$ cat config.mk
export PLATFORM = sky130hd
export DESIGN_NAME = txcfg_mode_ctrl
export DESIGN_NICKNAME = d
export VERILOG_FILES = /design/src/rtl/txcfg_pkg.sv /design/src/rtl/txcfg_sync.sv /design/src/rtl/txcfg_shifter.sv /design/src/rtl/txcfg_lock_timer.sv /design/src/rtl/txcfg_mode_ctrl.sv
export SDC_FILE = /design/constraint.sdc
export NUM_CORES = 1
export LEC_CHECK = 0
export ABC_AREA = 1
export CORE_MARGIN = 2
export CORE_UTILIZATION = 40
export CTS_BUF_LIST = sky130_fd_sc_hd__clkbuf_2 sky130_fd_sc_hd__clkbuf_4 sky130_fd_sc_hd__clkbuf_8
export DETAILED_ROUTE_END_ITERATION = 10
export GPL_TIMING_DRIVEN = 0
export PLACE_DENSITY = 0.61
export SETUP_SLACK_MARGIN = 0.1
export SYNTH_ARGS = -nofsm -noshare
export SYNTH_HDL_FRONTEND = slang
export SYNTH_HIERARCHICAL = 1
export SYNTH_SLANG_ARGS = --single-unit
$ cat constraint.sdc
create_clock -name clk -period 3.55 [get_ports clk]
set_input_delay 0.71 -clock clk [delete_from_list [all_inputs] [get_ports clk]]
set_output_delay 0.71 -clock clk [all_outputs]
set_load 0.005 [all_outputs]
$ cat src/rtl/txcfg_pkg.sv
package txcfg_pkg;

  typedef enum logic [3:0] {
    MODE_OFF     = 4'd0,
    MODE_WAKE    = 4'd1,
    MODE_SYNTH   = 4'd2,
    MODE_TX_IDLE = 4'd3,
    MODE_TX_ON   = 4'd4,
    MODE_CLK     = 4'd5,
    MODE_RST     = 4'd6,
    MODE_CFG_A   = 4'd7,
    MODE_CFG_B   = 4'd8
  } mode_e;

  // field order equals serial order, MSB first
  typedef struct packed {
    logic        clk_only;
    logic        band_hi;
    logic [14:0] freq;
    logic [7:0]  dev;
    logic        clk_div4;
    logic [3:0]  pwr;
    logic        ask;
    logic        clk_out_en;
  } cfg_t;

  localparam int unsigned CFG_BITS = $bits(cfg_t);

  function automatic cfg_t cfg_unpack(input logic [CFG_BITS-1:0] w);
    return cfg_t'(w);
  endfunction

  function automatic logic synth_active(input mode_e m);
    return (m == MODE_SYNTH) || (m == MODE_TX_IDLE) ||
           (m == MODE_TX_ON) || (m == MODE_CFG_B);
  endfunction

  function automatic logic clkdrv_allowed(input mode_e m);
    return (m != MODE_OFF) && (m != MODE_WAKE);
  endfunction

  function automatic logic sck_listen(input mode_e m);
    return (m == MODE_WAKE) || (m == MODE_CFG_A) || (m == MODE_CFG_B);
  endfunction

  function automatic logic is_tx(input mode_e m);
    return (m == MODE_TX_IDLE) || (m == MODE_TX_ON);
  endfunction

  function automatic mode_e tx_pick(input logic ask, input logic data);
    return (!ask || data) ? MODE_TX_ON : MODE_TX_IDLE;
  endfunction

endpackage

$ cat src/rtl/txcfg_sync.sv
module txcfg_sync #(
  parameter int unsigned WIDTH  = 3,
  parameter int unsigned STAGES = 2
) (
  input  logic             clk,
  input  logic             rst_n,
  input  logic [WIDTH-1:0] d_i,
  output logic [WIDTH-1:0] q_o
);
  logic [STAGES-1:0][WIDTH-1:0] stg;

  generate
    if (STAGES == 1) begin : g_one
      always_ff @(posedge clk or negedge rst_n)
        if (!rst_n) stg <= '0;
        else        stg <= d_i;
    end else begin : g_chain
      always_ff @(posedge clk or negedge rst_n)
        if (!rst_n) stg <= '0;
        else        stg <= {stg[STAGES-2:0], d_i};
    end
  endgenerate

  assign q_o = stg[STAGES-1];
endmodule

$ cat src/rtl/txcfg_shifter.sv
module txcfg_shifter #(
  parameter int unsigned W = 32
) (
  input  logic         clk,
  input  logic         rst_n,
  input  logic         clear_i,
  input  logic         listen_i,
  input  logic         sck_rise_i,
  input  logic         sck_fall_i,
  input  logic         sd_i,
  output logic [W-1:0] word_o,
  output logic         done_o,
  output logic         commit_evt_o,
  output logic         partial_evt_o,
  output logic         partial_msb_o
);
  localparam int unsigned CW = $clog2(W + 1);
  localparam logic [CW-1:0] FULL_CNT    = CW'(W);
  localparam logic [CW-1:0] PARTIAL_CNT = CW'(2);

  logic [W-1:0]  shreg;
  logic [CW-1:0] cnt;
  logic          done_q;
  logic          open_w;

  assign open_w        = listen_i && !done_q && !clear_i;
  assign commit_evt_o  = open_w && sck_fall_i && (cnt == FULL_CNT);
  assign partial_evt_o = open_w && sck_fall_i && (cnt == PARTIAL_CNT);
  assign partial_msb_o = shreg[1];
  assign word_o        = shreg;
  assign done_o        = done_q;

  always_ff @(posedge clk or negedge rst_n) begin
    if (!rst_n) begin
      shreg  <= '0;
      cnt    <= '0;
      done_q <= 1'b0;
    end else if (clear_i) begin
      shreg  <= '0;
      cnt    <= '0;
      done_q <= 1'b0;
    end else if (open_w) begin
      if (sck_rise_i && (cnt < FULL_CNT)) begin
        shreg <= {shreg[W-2:0], sd_i};
        cnt   <= cnt + 1'b1;
      end
      if (commit_evt_o) done_q <= 1'b1;
    end
  end


  bitcount_range_chk: assert property (@(posedge clk) disable iff (!rst_n)
    cnt <= FULL_CNT);


  frozen_after_commit_chk: assert property (@(posedge clk) disable iff (!rst_n)
    (done_q && $past(done_q)) |-> $stable(shreg));
endmodule

$ cat src/rtl/txcfg_lock_timer.sv
module txcfg_lock_timer #(
  parameter int unsigned LOCK_CYCLES = 1280
) (
  input  logic clk,
  input  logic rst_n,
  input  logic run_i,
  output logic lock_hit_o
);
  localparam int unsigned TW = (LOCK_CYCLES > 1) ? $clog2(LOCK_CYCLES) : 1;
  localparam logic [TW-1:0] LAST = TW'(LOCK_CYCLES - 1);

  logic [TW-1:0] cnt;

  assign lock_hit_o = run_i && (cnt == LAST);

  always_ff @(posedge clk or negedge rst_n) begin
    if (!rst_n)          cnt <= '0;
    else if (!run_i)     cnt <= '0;
    else if (!lock_hit_o) cnt <= cnt + 1'b1;
  end


  lock_needs_run_chk: assert property (@(posedge clk) disable iff (!rst_n)
    (lock_hit_o && (LOCK_CYCLES > 1)) |-> $past(run_i));
endmodule

$ cat src/rtl/txcfg_mode_ctrl.sv
module txcfg_mode_ctrl
  import txcfg_pkg::*;
#(
  parameter int unsigned LOCK_CYCLES    = 1280,
  parameter int unsigned RST_MIN_CYCLES = 64,
  parameter int unsigned SYNC_STAGES    = 2
) (
  input  logic        clk,
  input  logic        rst_n,
  input  logic        en_i,
  input  logic        sdin_i,
  input  logic        sck_i,
  input  logic        osc_ready_i,
  output logic [3:0]  mode_o,
  output logic        osc_en_o,
  output logic        synth_en_o,
  output logic        clkdrv_en_o,
  output logic        pa_en_o,
  output logic        mod_data_o,
  output logic        clk_only_o,
  output logic        band_hi_o,
  output logic [14:0] freq_o,
  output logic [7:0]  dev_o,
  output logic        clk_div4_o,
  output logic [3:0]  pwr_o,
  output logic        ask_o,
  output logic        clk_out_en_o
);
  localparam int unsigned RCW = $clog2(RST_MIN_CYCLES + 1);
  localparam logic [RCW-1:0] RST_LAST = RCW'(RST_MIN_CYCLES - 1);

  logic en_s, sd_s, sck_s, sck_d;
  logic sck_rise, sck_fall;

  txcfg_sync #(.WIDTH(3), .STAGES(SYNC_STAGES)) u_sync (
    .clk(clk), .rst_n(rst_n),
    .d_i({en_i, sdin_i, sck_i}),
    .q_o({en_s, sd_s, sck_s})
  );

  always_ff @(posedge clk or negedge rst_n)
    if (!rst_n) sck_d <= 1'b0;
    else        sck_d <= sck_s;

  assign sck_rise = sck_s && !sck_d;
  assign sck_fall = !sck_s && sck_d;

  mode_e mode_q, mode_d;
  cfg_t  cfg_q;
  logic [RCW-1:0] rst_cnt_q, rst_cnt_d;

  logic [CFG_BITS-1:0] word_w;
  logic done_w, commit_evt, partial_evt, partial_msb;
  logic shift_clear, lock_run, lock_hit;
  logic active_w;

  assign shift_clear = (mode_q == MODE_OFF) || (mode_q == MODE_RST);

  txcfg_shifter #(.W(CFG_BITS)) u_shift (
    .clk(clk), .rst_n(rst_n),
    .clear_i(shift_clear),
    .listen_i(sck_listen(mode_q)),
    .sck_rise_i(sck_rise), .sck_fall_i(sck_fall), .sd_i(sd_s),
    .word_o(word_w), .done_o(done_w),
    .commit_evt_o(commit_evt), .partial_evt_o(partial_evt),
    .partial_msb_o(partial_msb)
  );

  assign lock_run = ((mode_q == MODE_SYNTH) || (mode_q == MODE_CFG_B)) &&
                    done_w && osc_ready_i;

  txcfg_lock_timer #(.LOCK_CYCLES(LOCK_CYCLES)) u_lock (
    .clk(clk), .rst_n(rst_n), .run_i(lock_run), .lock_hit_o(lock_hit)
  );

  assign active_w = (mode_q != MODE_OFF) && (mode_q != MODE_RST);

  always_comb begin
    mode_d    = mode_q;
    rst_cnt_d = '0;
    if (!en_s && !sd_s) begin
      mode_d = MODE_OFF;
    end else if (active_w && !en_s && sd_s) begin
      if (rst_cnt_q == RST_LAST) mode_d = MODE_RST;
      else                       rst_cnt_d = rst_cnt_q + 1'b1;
    end else if (active_w && (rst_cnt_q != '0)) begin
      mode_d = MODE_OFF;
    end else begin
      unique case (mode_q)
        MODE_OFF:   if (en_s && !sd_s) mode_d = MODE_WAKE;
        MODE_WAKE:  if (done_w && osc_ready_i)
                      mode_d = cfg_q.clk_only ? MODE_CLK : MODE_SYNTH;
        MODE_SYNTH, MODE_CFG_B:
                    if (lock_hit) mode_d = tx_pick(cfg_q.ask, sd_s);
        MODE_TX_IDLE, MODE_TX_ON:
                    mode_d = tx_pick(cfg_q.ask, sd_s);
        MODE_CLK:   mode_d = MODE_CLK;
        MODE_RST:   if (en_s && !sd_s) mode_d = MODE_CFG_A;
        MODE_CFG_A: begin
          if (partial_evt && !partial_msb)        mode_d = MODE_CFG_B;
          else if (done_w && osc_ready_i && cfg_q.clk_only) mode_d = MODE_CLK;
        end
        default:    mode_d = MODE_OFF;
      endcase
    end
  end

  always_ff @(posedge clk or negedge rst_n) begin
    if (!rst_n) begin
      mode_q    <= MODE_OFF;
      rst_cnt_q <= '0;
      cfg_q     <= '0;
    end else begin
      mode_q    <= mode_d;
      rst_cnt_q <= rst_cnt_d;
      if (mode_q == MODE_OFF) cfg_q <= '0;
      else if (commit_evt)    cfg_q <= cfg_unpack(word_w);
    end
  end

  assign mode_o       = mode_q;
  assign osc_en_o     = (mode_q != MODE_OFF);
  assign synth_en_o   = synth_active(mode_q);
  assign clkdrv_en_o  = clkdrv_allowed(mode_q) && cfg_q.clk_out_en && osc_ready_i;
  assign pa_en_o      = (mode_q == MODE_TX_ON);
  assign mod_data_o   = is_tx(mode_q) && sd_s;

  assign clk_only_o   = cfg_q.clk_only;
  assign band_hi_o    = cfg_q.band_hi;
  assign freq_o       = cfg_q.freq;
  assign dev_o        = cfg_q.dev;
  assign clk_div4_o   = cfg_q.clk_div4;
  assign pwr_o        = cfg_q.pwr;
  assign ask_o        = cfg_q.ask;
  assign clk_out_en_o = cfg_q.clk_out_en;


  idle_lines_off_chk: assert property (@(posedge clk) disable iff (!rst_n)
    (!en_s && !sd_s) |=> (mode_q == MODE_OFF));


  tx_after_lock_chk: assert property (@(posedge clk) disable iff (!rst_n)
    (is_tx(mode_q) && (($past(mode_q) == MODE_SYNTH) || ($past(mode_q) == MODE_CFG_B)))
      |-> $past(lock_hit));


  rst_entry_time_chk: assert property (@(posedge clk) disable iff (!rst_n)
    ((mode_q == MODE_RST) && ($past(mode_q) != MODE_RST)) |-> ($past(rst_cnt_q) == RST_LAST));


  pa_path_chk: assert property (@(posedge clk) disable iff (!rst_n)
    ((mode_q == MODE_TX_ON) && ($past(mode_q) != MODE_TX_ON)) |->
      (($past(mode_q) == MODE_SYNTH) || ($past(mode_q) == MODE_CFG_B) ||
       ($past(mode_q) == MODE_TX_IDLE)));


  cfgb_entry_chk: assert property (@(posedge clk) disable iff (!rst_n)
    ((mode_q == MODE_CFG_B) && ($past(mode_q) == MODE_CFG_A)) |-> $past(partial_evt));


  commit_only_listening_chk: assert property (@(posedge clk) disable iff (!rst_n)
    commit_evt |-> (sck_listen(mode_q) && $past(sck_s)));
endmodule

# After elaboration in Yosys (flattened, before gate mapping)
# Index checks and enable logic that the tools add are counted.
# W data, S select, Z words.
# word_totals
regBits,100
in_bits,6
word_cells,124
out_inout_bits,41
# classes
n_addsub,3
n_lt_le_gt_ge,1
n_eq_ne,21
mux,29
n_reduce_logical,53
# ops
op,n
$mux W32,5
$mux W4,10
$pmux W4 S7,1
$logic_and A1 B1 Y1,24
$mux W11,2
$mux W7,3
$mux W6,3
$eq A4 B3 Y1 const B,4
$add A11 B1 Y11 const B,1
$eq A11 B11 Y1 const B,1
$ne A5 B1 Y1 const B,2
$ne A5 B5 Y1 const B,2
$logic_or A1 B1 Y1,9
$eq A4 B2 Y1 const B,2
$logic_not A1 Y1,8
$reduce_bool A2 Y1,4
$add A7 B1 Y7 const B,1
$eq A7 B6 Y1 const B,1
$reduce_bool A7 Y1,1
$add A6 B1 Y6 const B,1
$eq A6 B2 Y1 const B,1
$eq A6 B6 Y1 const B,1
$lt A6 B6 Y1 const B,1
$mux W3,2
other kinds (13),17

# Depth between registers and ports, before layout
# logic_depth
ltp_word,13
depth_mapped,21
ltp_nobuf,20

# Modules after synthesis
# Netlist, hierarchy kept.
# modules_own_cells
mod,area_per_inst_um2,instances,seq_area_each_um2,cells_per_inst
txcfg_mode_ctrl,2502.4,1,1101.1,317
txcfg_shifter,1729.2,1,975.9,201
txcfg_lock_timer,685.7,1,275.3,94
txcfg_sync,172.7,1,150.1,9

# Least setup slack after synthesis
# Ideal clock, no wire load.
# synth_path
kind,reg2reg
startpoint,"register mode_q[0], in the netlist mode_o[0]"
endpoint,"register cfg_q, in the netlist freq_o[6]"
synth_period_minus_slack_ns,2.266
t_required_ns,3.487
slack_ns,1.284
n_path_buf,6
arrival_ns,2.203
setup_ns,0.063
path_stages_with_launch,17
path_cell_list,dfrtp_1 > buf_2 > nor2_4 > nand2_4 > buf_6 > nand2_2 > inv_1 > buf_2 > nand4_1 > nor2_1 > buf_4 > or2_1 > buf_6 > buf_12 > nor2_2 > a31oi_1 > inv_1
# synth_between
word_cells_on_any_way,15
cone_classes,4 x eq/ne; 1 x mux; 10 x reduce/logical
# synth_lines
item,line,text
"start, declared",txcfg_mode_ctrl.sv:48,"mode_e mode_q, mode_d;"
"start signal, assigned",txcfg_mode_ctrl.sv:114,mode_q <= mode_d;
$eq A4 B3 Y1 or $logic_not A4 Y1 (tied branches),txcfg_mode_ctrl.sv:57,assign shift_clear = (mode_q == MODE_OFF) || (mode_q == MODE_RST);
$logic_or A1 B1 Y1 *,txcfg_mode_ctrl.sv:57,
named net shift_clear,txcfg_mode_ctrl.sv:54,"logic shift_clear, lock_run, lock_hit;"
$logic_not A1 Y1 *,txcfg_shifter.sv:26,assign open_w = listen_i && !done_q && !clear_i;
$logic_and A1 B1 Y1 *,txcfg_shifter.sv:26,
$logic_and A1 B1 Y1 * (2 in series),txcfg_shifter.sv:27,assign commit_evt_o = open_w && sck_fall_i && (cnt == FULL_CNT);
named net commit_evt,txcfg_mode_ctrl.sv:53,"logic done_w, commit_evt, partial_evt, partial_msb;"
$reduce_bool A2 Y1 (no line) *,-,
"end signal, assigned",txcfg_mode_ctrl.sv:117,else if (commit_evt) cfg_q <= cfg_unpack(word_w);
"end, declared",txcfg_mode_ctrl.sv:49,cfg_t cfg_q;
# The timed path passes the listed nets; every way through them passes the cells marked *.
# A chain may end at the register's enable or synchronous reset.

# Worst setup path after layout
# layout_path
startpoint,input port osc_ready_i
endpoint,output port clkdrv_en_o
# layout_between
elab_chain_len,1
# layout_rtl
item,line,text
"start, declared",txcfg_mode_ctrl.sv:13,"input logic osc_ready_i,"
$logic_and A1 B1 Y1,txcfg_mode_ctrl.sv:124,assign clkdrv_en_o = clkdrv_allowed(mode_q) && cfg_q.clk_out_en && osc_ready_i;
"end, declared",txcfg_mode_ctrl.sv:17,"output logic clkdrv_en_o,"
# Every way passes these cells.

==> impl_metrics.json <==
{
  "diodes": 0,
  "fin_util_pct": 48.1,
  "die_x_um": 117,
  "layout.nets": 691,
  "final_cells": 856,
  "coreArea_um2": 12500,
  "final_area_um2": 6020,
  "fmax_mhz": 357,
  "drv_slew": 0,
  "synthTopCellsByArea": "dfrtp_1 49%, nand2_1 11%, inv_1 7.7%",
  "clkSlewWorstSetupHoldPaths_ns": 0.10,
  "first_pass_iters": 5,
  "post_drt_wl_per_cell_um": 12.2,
  "grt_pass1_wl_um": 17600,
  "synth_cells": 621,
  "area_delta_synth_final_pct": 18.3,
  "gp_congestion": 0.840,
  "status": "complete, no violations",
  "grt_max_degree": 70,
  "worst_slack_ns": 0.748,
  "worst_slew_pin_slew_ns": 0.552,
  "seq_area_frac_synth_pct": 49.2,
  "row_count": 41,
  "synth-seq-cells": 100,
  "max_stage_delay_ns": 0.55,
  "hold_buffers": 0,
  "die_h_um": 117,
  "cts.sinks": 100,
  "crit_family": "buffers and inverters",
  "crit_slowest_cell": "clkdlybuf4s50_1",
  "crit_type": "input port to primary output",
  "finalHoldViolCount": 0,
  "synth_edf_count": 0,
  "ios": 47,
  "synthArstFlopShare_pct": 100,
  "required_ns": 2.84,
  "placed_area_um2": 5790,
  "io_buffers": 46,
  "finalPower_mw": 3.18,
  "drive_gt1_share_pct": 14.8,
  "die_area_um2": 13600,
  "peakVddDrop_v": 0.000324,
  "synth_top_area_cell": "dfrtp_1",
  "path_cells": "clkdlybuf4s50_1 -> nand2_1 -> nor3_1 -> clkdlybuf4s50_1",
  "startpoint_type": "input port",
  "dpl.hpwl_um": 7420,
  "maxCapViolCount": 0,
  "ant_nets": 0,
  "via_count": 3992,
  "leakagePower_nw": 3.11,
  "htree_num_levels": 3,
  "synth_nets": 633,
  "start_util_pct": 40.7,
  "first_iter_violations": 194,
  "track_usage_pct": 16.4,
  "grt_setup_unrepaired": "no",
  "setup_violations": 0,
  "cp.arrival_ns": 2.09,
  "endpoint_kind": "primary output",
  "critPathMaxFanout": 3,
  "holdCritPathClass": "input port to asynchronous set/reset pin",
  "grt_pass1_vias": 3790,
  "synthFlopType": "dfrtp_1",
  "pre_cts_slack_ns": 0.720,
  "clock_skew_ns": 0.00943,
  "ctsResizeCount": 0,
  "p_per_area_nw_per_um2": 528,
  "ys_warn_count": 6,
  "postRouteWirelength_um": 10400,
  "relSlewSlack_pct": 63.1,
  "grt_overflow": 0,
  "drc_errors": 0,
  "routed_via_density": 4.66,
  "place_inst": 840,
  "critical_path_buf_inv_count": 2,
  "yosysTopAreaCellShare_pct": 49.2,
  "cts_buffers": 9,
  "crit_top_cell": "clkdlybuf4s50_1",
  "synth_area_um2": 5090,
  "cts-root-buf": "clkbuf_8",
  "fin_crit_ns": 2.80,
  "cts_setup_buffers": 0,
  "cts_tree": "built",
  "yosys.cell_types.count": 34,
  "clock_path_buffers": 2,
  "finalCritPeriodShare_pct": 78.9,
  "insertion_delay_ns": 0.38,
  "grt_antenna_before_repair": 0,
  "avgSynthCellArea_um2": 8.20
}
==> per-stage QoR <==
step	hold WS, ns	TNS (ns)
2_1_floorplan	0.331	0
3_3_place_gp	0.336	-205.13
3_5_place_dp	0.336	0
4_1_cts	0.273	0
5_1_grt	0.292	0
6_report	0.264	0
==> layout make-up <==
class                      instances  area (µm²)
buffer                            27         264
clock inverter                     5        85.1
inverter                         114         428
clock buffer                      11         145
fill                            1231        6500
timing repair buffer              47         485
multi-input combinational        380        1900
sequential                       100        2500
tap                              172         215
==> path summary, 6_finish.rpt <==
kind / startpoint / end / slack, ns / cells past startpoint
setup / recovery: osc_ready_i / clkdrv_en_o / 0.75 / 4
hold / removal: rst_n / freq_o[5] / 0.26 / 1
setup reg to reg: mode_o[3] / freq_o[13] / 0.81 / 15
hold reg to reg: u_sync/stg[1] / u_sync/q_o[1] / 0.35 / 0
max in group asynchronous: rst_n / rst_cnt_q[5] / 2.60 / 2
min in group clk: u_sync/stg[1] / u_sync/q_o[1] / 0.35 / 0
==> state kept, by name, summed over array words and instances (netlist names) <==
name,count
rst_cnt_q,7
clk_div4_o,1
band_hi_o,1
u_shift/word_o,32
clk_only_o,1
mode_o,4
dev_o,8
clk_out_en_o,1
ask_o,1
sck_d,1
u_sync/q_o,3
u_shift/done_o,1
u_sync/stg,3
freq_o,15
pwr_o,4
u_lock/cnt,11
u_shift/cnt,6
==> cells in the mapped netlist, types with 3 or more instances <==
cell type / n
nor2_4: 4
nor2_2: 34
o21ai_0: 9
a21oi_1: 8
nor3_1: 3
buf_4: 7
inv_1: 105
nand4_1: 8
nand2_1: 155
a31oi_1: 32
dfrtp_1: 100
ha_1: 6
buf_6: 11
buf_12: 3
nand3_1: 55
inv_2: 9
nor2_1: 42
nand2_2: 6
buf_2: 4
==> worst reg2reg max path: cells and delay by family, from the launching register on <==
kind	cells	cell delay [ns]
AO/OA/AOI/OAI	1	0.15
flip-flops	1	0.55
buffers and inverters	7	1.17
AND/OR/NAND/NOR	7	0.77
==> report_power, final <==
group	total [mW]	leakage [nW]	switching, mW	internal, mW
clock	0.824	0.113	0.397	0.427
combinational	1.15	1.62	0.730	0.418
sequential	1.21	1.38	0.0354	1.17
==> cell usage in the layout, fill, tap and decap left out, types with 2 or more instances in the layout <==
cell type,netlist,routed
nand2_2,6,6
bufinv_16,0,2
buf_6,11,11
nor2_2,34,34
clkdlybuf4s50_1,0,45
nor3_1,3,3
xor2_1,2,2
o21ai_1,2,2
inv_2,9,9
clkbuf_8,0,10
a21oi_1,8,8
nor3b_1,2,2
o21bai_1,2,2
nand2_1,155,155
buf_2,4,4
buf_12,3,3
nor2_1,42,42
a31oi_1,32,32
nand4_1,8,8
clkbuf_1,2,2
inv_1,105,105
dfrtp_1,100,100
nor2_4,4,4
ha_1,6,6
buf_4,7,8
o21ai_0,9,9
clkinv_4,0,2
nand3_1,55,55
==> routing by layer <==
metal  vias to the layer above  part of all wire (%)  track usage [%]
met5                         -                     0                0
met3                        17                   3.0             2.52
met1                      1883                    47             21.9
met2                        63                    47             26.6
met4                         0                   2.4             7.37
li1                       2029                     -                -
==> logic make-up (layout without fill, tap and decap cells) <==
family | Yosys count | in the layout | share of synthesized area (%)
AND/OR/NAND/NOR | 316 | 316 | 28.9
buffers and inverters | 141 | 204 | 13.6
flip-flops | 100 | 100 | 49.2
AO/OA/AOI/OAI | 55 | 55 | 6.39
adder cells (fa/ha/maj) | 6 | 6 | 1.47
XOR/XNOR | 3 | 3 | 0.516
Note: power is estimated with default switching activity, not from simulation.
